**src/rtl/ixb_pkg.sv**
```systemverilog
package ixb_pkg;
  typedef enum logic [1:0] {
    IXB_IDLE0 = 2'd0,
    IXB_IDLE1 = 2'd1,
    IXB_READ  = 2'd2,
    IXB_WRITE = 2'd3
  } ixb_cmd_e;

  localparam int IXB_OFS_W    = 16;
  localparam int IXB_CMD_LSB  = 28;
  localparam int IXB_ERR_BIT  = 30;
  localparam int IXB_BUSY_BIT = 31;
endpackage

```
**src/rtl/ixb_host_decode.sv**
```systemverilog
module ixb_host_decode #(
  parameter int AW       = 12,
  parameter int DW       = 32,
  parameter logic [AW-1:0] CTRL_OFS = 12'h0EC,
  parameter logic [AW-1:0] DATA_OFS = 12'h0F4
) (
  input  logic          clk,
  input  logic          rst,
  input  logic          wr_en,
  input  logic          rd_en,
  input  logic [AW-1:0] addr,
  input  logic [DW-1:0] ctrl_word,
  input  logic [DW-1:0] data_word,
  output logic          ctrl_wr,
  output logic          data_wr,
  output logic [DW-1:0] rdata
);
  logic hit_ctrl, hit_data;

  always_comb begin
    hit_ctrl = (addr == CTRL_OFS);
    hit_data = (addr == DATA_OFS);
    ctrl_wr  = wr_en && hit_ctrl;
    data_wr  = wr_en && hit_data;
  end

  always_ff @(posedge clk) begin
    if (rst) begin
      rdata <= '0;
    end else if (rd_en) begin
      if (hit_ctrl)      rdata <= ctrl_word;
      else if (hit_data) rdata <= data_word;
      else               rdata <= '0;
    end
  end

  // a read of an unmapped offset returns zero
  a_r9_unmapped_zero: assert property (@(posedge clk) disable iff (rst)
    (rd_en && !hit_ctrl && !hit_data) |=> (rdata == '0));
endmodule

```
**src/rtl/ixb_engine.sv**
```systemverilog
module ixb_engine
  import ixb_pkg::*;
#(
  parameter int DW    = 32,
  parameter int OFS_W = IXB_OFS_W
) (
  input  logic             clk,
  input  logic             rst,
  input  logic             ctrl_wr,
  input  logic             data_wr,
  input  logic [DW-1:0]    wdata,
  output logic [DW-1:0]    ctrl_word,
  output logic [DW-1:0]    data_word,
  output logic             req,
  output logic             req_we,
  output logic [OFS_W-1:0] req_addr,
  output logic [DW-1:0]    req_wdata,
  input  logic             ack,
  input  logic [DW-1:0]    ack_rdata
);
  localparam int PAD_W = IXB_CMD_LSB - OFS_W;

  logic             pend;
  logic             err;
  ixb_cmd_e         cmd;
  logic [OFS_W-1:0] ofs;
  logic [DW-1:0]    data_q;
  logic             accept;
  logic             start;
  logic             refuse;

  always_comb begin
    accept = ctrl_wr && !pend;
    start  = accept && wdata[IXB_CMD_LSB+1];
    refuse = (ctrl_wr || data_wr) && pend;
  end

  always_ff @(posedge clk) begin
    if (rst) begin
      pend   <= 1'b0;
      err    <= 1'b0;
      cmd    <= IXB_IDLE0;
      ofs    <= '0;
      data_q <= '0;
    end else begin
      if (refuse)
        err <= 1'b1;
      else if (accept && wdata[IXB_ERR_BIT])
        err <= 1'b0;

      if (accept) begin
        ofs <= wdata[OFS_W-1:0];
        cmd <= ixb_cmd_e'(wdata[IXB_CMD_LSB +: 2]);
      end

      if (data_wr && !pend)
        data_q <= wdata;

      if (start) begin
        pend <= 1'b1;
      end else if (pend && ack) begin
        pend <= 1'b0;
        if (cmd == IXB_READ)
          data_q <= ack_rdata;
      end
    end
  end

  always_comb begin
    ctrl_word = {pend, err, cmd, {PAD_W{1'b0}}, ofs};
    data_word = data_q;
    req       = pend;
    req_we    = (cmd == IXB_WRITE);
    req_addr  = ofs;
    req_wdata = data_q;
  end

  // the request is held until the target acknowledges
  a_r4_hold_until_ack: assert property (@(posedge clk) disable iff (rst)
    (req && !ack) |=> req);
  // an acknowledge ends the request
  a_r4_release_on_ack: assert property (@(posedge clk) disable iff (rst)
    (req && ack) |=> !req);
  // request attributes are stable while outstanding
  a_r3_stable_request: assert property (@(posedge clk) disable iff (rst)
    (req && !ack) |=> ($stable(req_addr) && $stable(req_we) && $stable(req_wdata)));
  // a no-access command never raises the request
  a_r6_nop_no_request: assert property (@(posedge clk) disable iff (rst)
    (ctrl_wr && !req && !wdata[IXB_CMD_LSB+1]) |=> !req);
  // the error bit only rises after a write during busy
  a_r7_err_cause: assert property (@(posedge clk) disable iff (rst)
    $rose(ctrl_word[IXB_ERR_BIT]) |-> $past(req && (ctrl_wr || data_wr)));
endmodule

```
**src/rtl/ixb_bridge.sv**
```systemverilog
module ixb_bridge
  import ixb_pkg::*;
#(
  parameter int AW    = 12,
  parameter int DW    = 32,
  parameter int OFS_W = IXB_OFS_W
) (
  input  logic             clk,
  input  logic             rst,
  input  logic             host_wr_en,
  input  logic             host_rd_en,
  input  logic [AW-1:0]    host_addr,
  input  logic [DW-1:0]    host_wdata,
  output logic [DW-1:0]    host_rdata,
  output logic             sh_req,
  output logic             sh_we,
  output logic [OFS_W-1:0] sh_addr,
  output logic [DW-1:0]    sh_wdata,
  input  logic             sh_ack,
  input  logic [DW-1:0]    sh_rdata
);
  logic          ctrl_wr, data_wr;
  logic [DW-1:0] ctrl_word, data_word;

  ixb_host_decode #(.AW(AW), .DW(DW)) u_decode (
    .clk       (clk),
    .rst       (rst),
    .wr_en     (host_wr_en),
    .rd_en     (host_rd_en),
    .addr      (host_addr),
    .ctrl_word (ctrl_word),
    .data_word (data_word),
    .ctrl_wr   (ctrl_wr),
    .data_wr   (data_wr),
    .rdata     (host_rdata)
  );

  ixb_engine #(.DW(DW), .OFS_W(OFS_W)) u_engine (
    .clk       (clk),
    .rst       (rst),
    .ctrl_wr   (ctrl_wr),
    .data_wr   (data_wr),
    .wdata     (host_wdata),
    .ctrl_word (ctrl_word),
    .data_word (data_word),
    .req       (sh_req),
    .req_we    (sh_we),
    .req_addr  (sh_addr),
    .req_wdata (sh_wdata),
    .ack       (sh_ack),
    .ack_rdata (sh_rdata)
  );
endmodule

```
**config.mk**
```make
export PLATFORM = sky130hd
export DESIGN_NAME = ixb_bridge
export DESIGN_NICKNAME = d
export VERILOG_FILES = /design/src/rtl/ixb_pkg.sv /design/src/rtl/ixb_host_decode.sv /design/src/rtl/ixb_engine.sv /design/src/rtl/ixb_bridge.sv
export SDC_FILE = /design/constraint.sdc
export NUM_CORES = 1
export LEC_CHECK = 0
export ABC_AREA = 1
export CELL_PAD_IN_SITES_DETAIL_PLACEMENT = 0
export CELL_PAD_IN_SITES_GLOBAL_PLACEMENT = 1
export CORE_ASPECT_RATIO = 1.25
export CORE_MARGIN = 2
export CORE_UTILIZATION = 29
export CTS_CLUSTER_SIZE = 24
export DETAILED_ROUTE_END_ITERATION = 8
export GPL_ROUTABILITY_DRIVEN = 1
export PLACE_DENSITY = 0.83
export SKIP_CTS_REPAIR_TIMING = 1
export SLEW_MARGIN = 15
export SYNTH_ARGS = -nofsm -noshare
export SYNTH_HDL_FRONTEND = slang
export SYNTH_HIERARCHICAL = 1
export SYNTH_SLANG_ARGS = --single-unit
```
**constraint.sdc**
```tcl
create_clock -name clk -period 1.6 [get_ports clk]
set_input_delay 0.16 -clock clk [delete_from_list [all_inputs] [get_ports clk]]
set_output_delay 0.16 -clock clk [all_outputs]
set_load 0.02 [all_outputs]
```
==> results.txt <==
The run finished with clean final reports. In the post-synthesis netlist, the biggest area contributors are sky130_fd_sc_hd__dfxtp_1, sky130_fd_sc_hd__nand3_1, sky130_fd_sc_hd__nor2_1. The final route contains 4529 vias. Counting the fill cells in the layout gives 1737. The die covers 0.0175 sq mm. For this run, the number of Yosys warnings is 6. The logs give 0.00476 sq mm for the cell area after synthesis and 163 for the count of pins on the block boundary. In this run the remaining antenna-violating nets after routing total 0. The internal power of the cells totals 3.84 mW.

The highest net fanout along the worst path was 3. The tools report the number of global-route vias before repair as 4309. The tool flagged a number of max-cap violations equal to 0. Clock-pin slew was measured on the worst setup and hold paths at 0.06 ns. Summing the sequential cell areas from Yosys gives 35.3% of the chip area. The global-route wire length before repair was 23400 um. The final number of hold-violating endpoints came out at 0.

The biggest area contributor in the post-synthesis netlist is sky130_fd_sc_hd__dfxtp_1. TritonCTS built the clock tree. The clock network latency to the later pin of the worst-skew pair is 0.35 ns, and the post-detailed-route via-to-cell ratio is 4.44. Combinational cells account for 11.3% of the total power.

The depth of the critical timing path with buffers and inverters included works out to 1. In this run, the number of DRC markers left after iteration 0 of detailed routing was 266. The tools report the post-detailed-routing wire length as 14900 um.

The congestion estimate from routability-driven global placement came to 0.777. The routed design uses 1060 um of met3 wire. Routed signal wires occupy layers up through met4.

CTS saw 84 sinks. Counting distinct cell types in the post-synthesis netlist gives 22. The cell sitting at the root of the clock tree is a sky130_fd_sc_hd__clkbuf_16. The number of H-tree levels came out at 3. Critical path capture point type: a primary output. Tracing the worst setup path back leads to its startpoint at u_engine/data_word[20]. In the final layout, the share of cells above drive strength 1 is 11.4%.

The tools report the initial antenna violation count as 0. After detailed routing, the average wire length per cell comes to 14.6 um. Setup repair after global routing left no endpoint under its margin.

The top cell type's share of synthesized area is 35.3%. The startpoint identified for the worst register-to-register timing path is u_engine/req. The run gives 0 as the final number of setup-violating endpoints. For this run, the top clock speed supported by timing is 647 MHz. The number of buffer and inverter instances along the worst setup path was 1; the average footprint of a synthesized cell was 6.81 sq um. The die extent in x works out to 119 um. In the global route stage, overall resource usage came out at 16.9%. The worst hold path class was primary input to register. The sum of net half-perimeters after detailed placement is 10100 um.

Timing endpoint of the critical path: sh_wdata[20]. Synthesis inferred 84 register bits. The class of the most critical setup path is register to primary output. Before antenna repair, the detailed router went through 4 iterations.

The share of total power in sequential cells was 42.7%; the synthesized instance count was 699. The run gives 881 as the final-stage net count. The smallest setup slack after layout is 0.0552 ns, and the number of port buffers is 162.

For this block, wires on met1 add up to 6280 um. At the placement stage, the worst setup path has a slack of -0.301 ns. The clock period could shrink to 1.54 ns.

The switching share of power is 23.7%, and the internal reg-to-reg setup slack is 0.32 ns. Clock tree synthesis inserted a total of 9 buffers. The stage delay of the slowest cell on the critical path came out at 0.63 ns.

The growth of design area from synthesis to finish came out at 40.9%. The DRC violation count after routing is 0, and the arrival time at the worst endpoint is 1.38 ns. After floorplanning, the core was sized to cover 0.0161 sq mm. Leaving out fill and tap cells, the most frequent cell in the layout is sky130_fd_sc_hd__nor2_1.

In the finished design, the share of the clock period the worst path needs comes to 96.6%. The tools report the part of the power in the clock network as 46.0%. Across all hold checks on the routed design, the worst slack comes to 0.214 ns. After detailed routing, the met2 layer carries 7340 um of wire.

Once the floorplan was initialized, standard cells occupied 29.5% of the core. The critical hold path startpoint was rst. On the final layout, the worst clock skew is 0.00740 ns.

IR analysis of the VDD net gives a maximum drop of 0.551 mV. The power density over the cells was 751 mW/mm^2. The vertical extent of the die is 147 um. The slowest library cell on the worst path is sky130_fd_sc_hd__clkdlybuf4s50_1. In this run the power spent charging and discharging nets is 1.19 mW. The tools report the total number of placement rows as 52. Data on the critical path is required at its endpoint by 1.44 ns.

Counting along the longest clock path gives a buffer depth of 2. Leakage power: 3.11 nW. The number of antenna diodes in the final layout is 0. The signal on the critical path passes through clkdlybuf4s50_1. The library cells used most frequently in the layout, excluding fill and tap cells, are sky130_fd_sc_hd__nor2_1, sky130_fd_sc_hd__clkdlybuf4s50_1, sky130_fd_sc_hd__nand3_1. The kind of cell adding the most delay to the critical path was buffers and inverters.

Measured in cells, the most critical reg-to-reg path has a length of 6. The final-report max-slew violation count came out at 0. Entering global routing, the biggest net connects 65 pins. For this run the aggregate overflow at the end of global routing stands at 0. The end of the worst register-to-register path is u_engine/data_word[12]. The worst setup path is launched from a register.
[synthesized netlist by cell type]
| library cell | number |
|---|---|
| sky130_fd_sc_hd__clkbuf_1 | 6 |
| sky130_fd_sc_hd__nand3_1 | 133 |
| sky130_fd_sc_hd__buf_2 | 22 |
| sky130_fd_sc_hd__conb_1 | 1 |
| sky130_fd_sc_hd__nor3_4 | 1 |
| sky130_fd_sc_hd__buf_1 | 2 |
| sky130_fd_sc_hd__nand2_2 | 3 |
| sky130_fd_sc_hd__a21oi_1 | 3 |
| sky130_fd_sc_hd__dfxtp_1 | 84 |
| sky130_fd_sc_hd__buf_4 | 72 |
| sky130_fd_sc_hd__nand2_1 | 109 |
| sky130_fd_sc_hd__o21ai_0 | 18 |
| sky130_fd_sc_hd__buf_12 | 3 |
| sky130_fd_sc_hd__clkbuf_2 | 1 |
| sky130_fd_sc_hd__nand3_2 | 27 |
| sky130_fd_sc_hd__nand2_4 | 1 |
| sky130_fd_sc_hd__buf_6 | 1 |
| sky130_fd_sc_hd__nor2_1 | 168 |
| sky130_fd_sc_hd__inv_2 | 3 |
| sky130_fd_sc_hd__buf_8 | 1 |
| sky130_fd_sc_hd__inv_1 | 38 |
| sky130_fd_sc_hd__nor2_4 | 2 |
[metrics by stage]
step	power [mW]	cells	cell area [sq um]	util, %	setup TNS (ns)
after floorplan	2.45	710	4800	-	0
after detailed placement	2.77	1002	6210	38.5	-18.19
final	5.03	1021	6710	41.6	0
after global placement	2.77	1002	6210	38.5	-16.09
after global routing	5.25	1021	6710	41.6	0
after CTS	5.12	1018	6540	40.5	-0.122
[layout make-up]
cell class	instances	area (sq um)	area share (%)
clock inverter	6	87.6	1.31
clock buffer	10	239	3.56
inverter	41	154	2.29
timing repair buffer	187	2030	30.2
multi-input combinational	477	2250	33.5
tap	216	270	4.03
sequential	84	1680	25.1
[kinds of logic (layout without fill, tap and decap cells)]
| group | count (synthesis) | count (layout) | synth area share [%] |
|---|---|---|---|
| buffers and inverters | 149 | 244 | 19.4 |
| other | 1 | 12 | 0.0788 |
| AOI/OAI and AO/OA | 21 | 21 | 2.21 |
| DFF | 84 | 84 | 35.3 |
| and+or+nand+nor | 444 | 444 | 42.9 |
[worst min path at each step]
stage                                        end  slack (ns)  depth (start not counted)
after floorplan                  u_engine/cmd[1]        0.23                          1
after global placement              u_engine/err        0.45                          2
after detailed placement            u_engine/err        0.46                          2
after CTS                 u_engine/data_word[21]        0.20                          4
after global routing      u_engine/data_word[31]        0.24                          4
final                     u_engine/data_word[21]        0.21                          4
[power by group through the flow]
stage,Combinational (mW),Clock [mW],Sequential [mW]
global placement,0.572,0,2.20
global route,0.623,2.48,2.15
finish,0.567,2.32,2.15
detailed placement,0.572,0,2.20
CTS,0.576,2.40,2.15
floorplan,0.203,0,2.24
[routing by layer]
layer,global-route usage [%],vias up
met1,21.1,2039
met3,4.81,12
li1,-,2337
met4,4.52,0
met5,0,-
met2,28.6,141
[state kept, by name, indices dropped and copies added, names as in the netlist]
signal and count:
u_engine/data_word 32, u_engine/req 1, u_engine/cmd 2, u_decode/rdata 32, u_engine/err 1, u_engine/req_addr 16
Power figures use the tool's default switching activity.
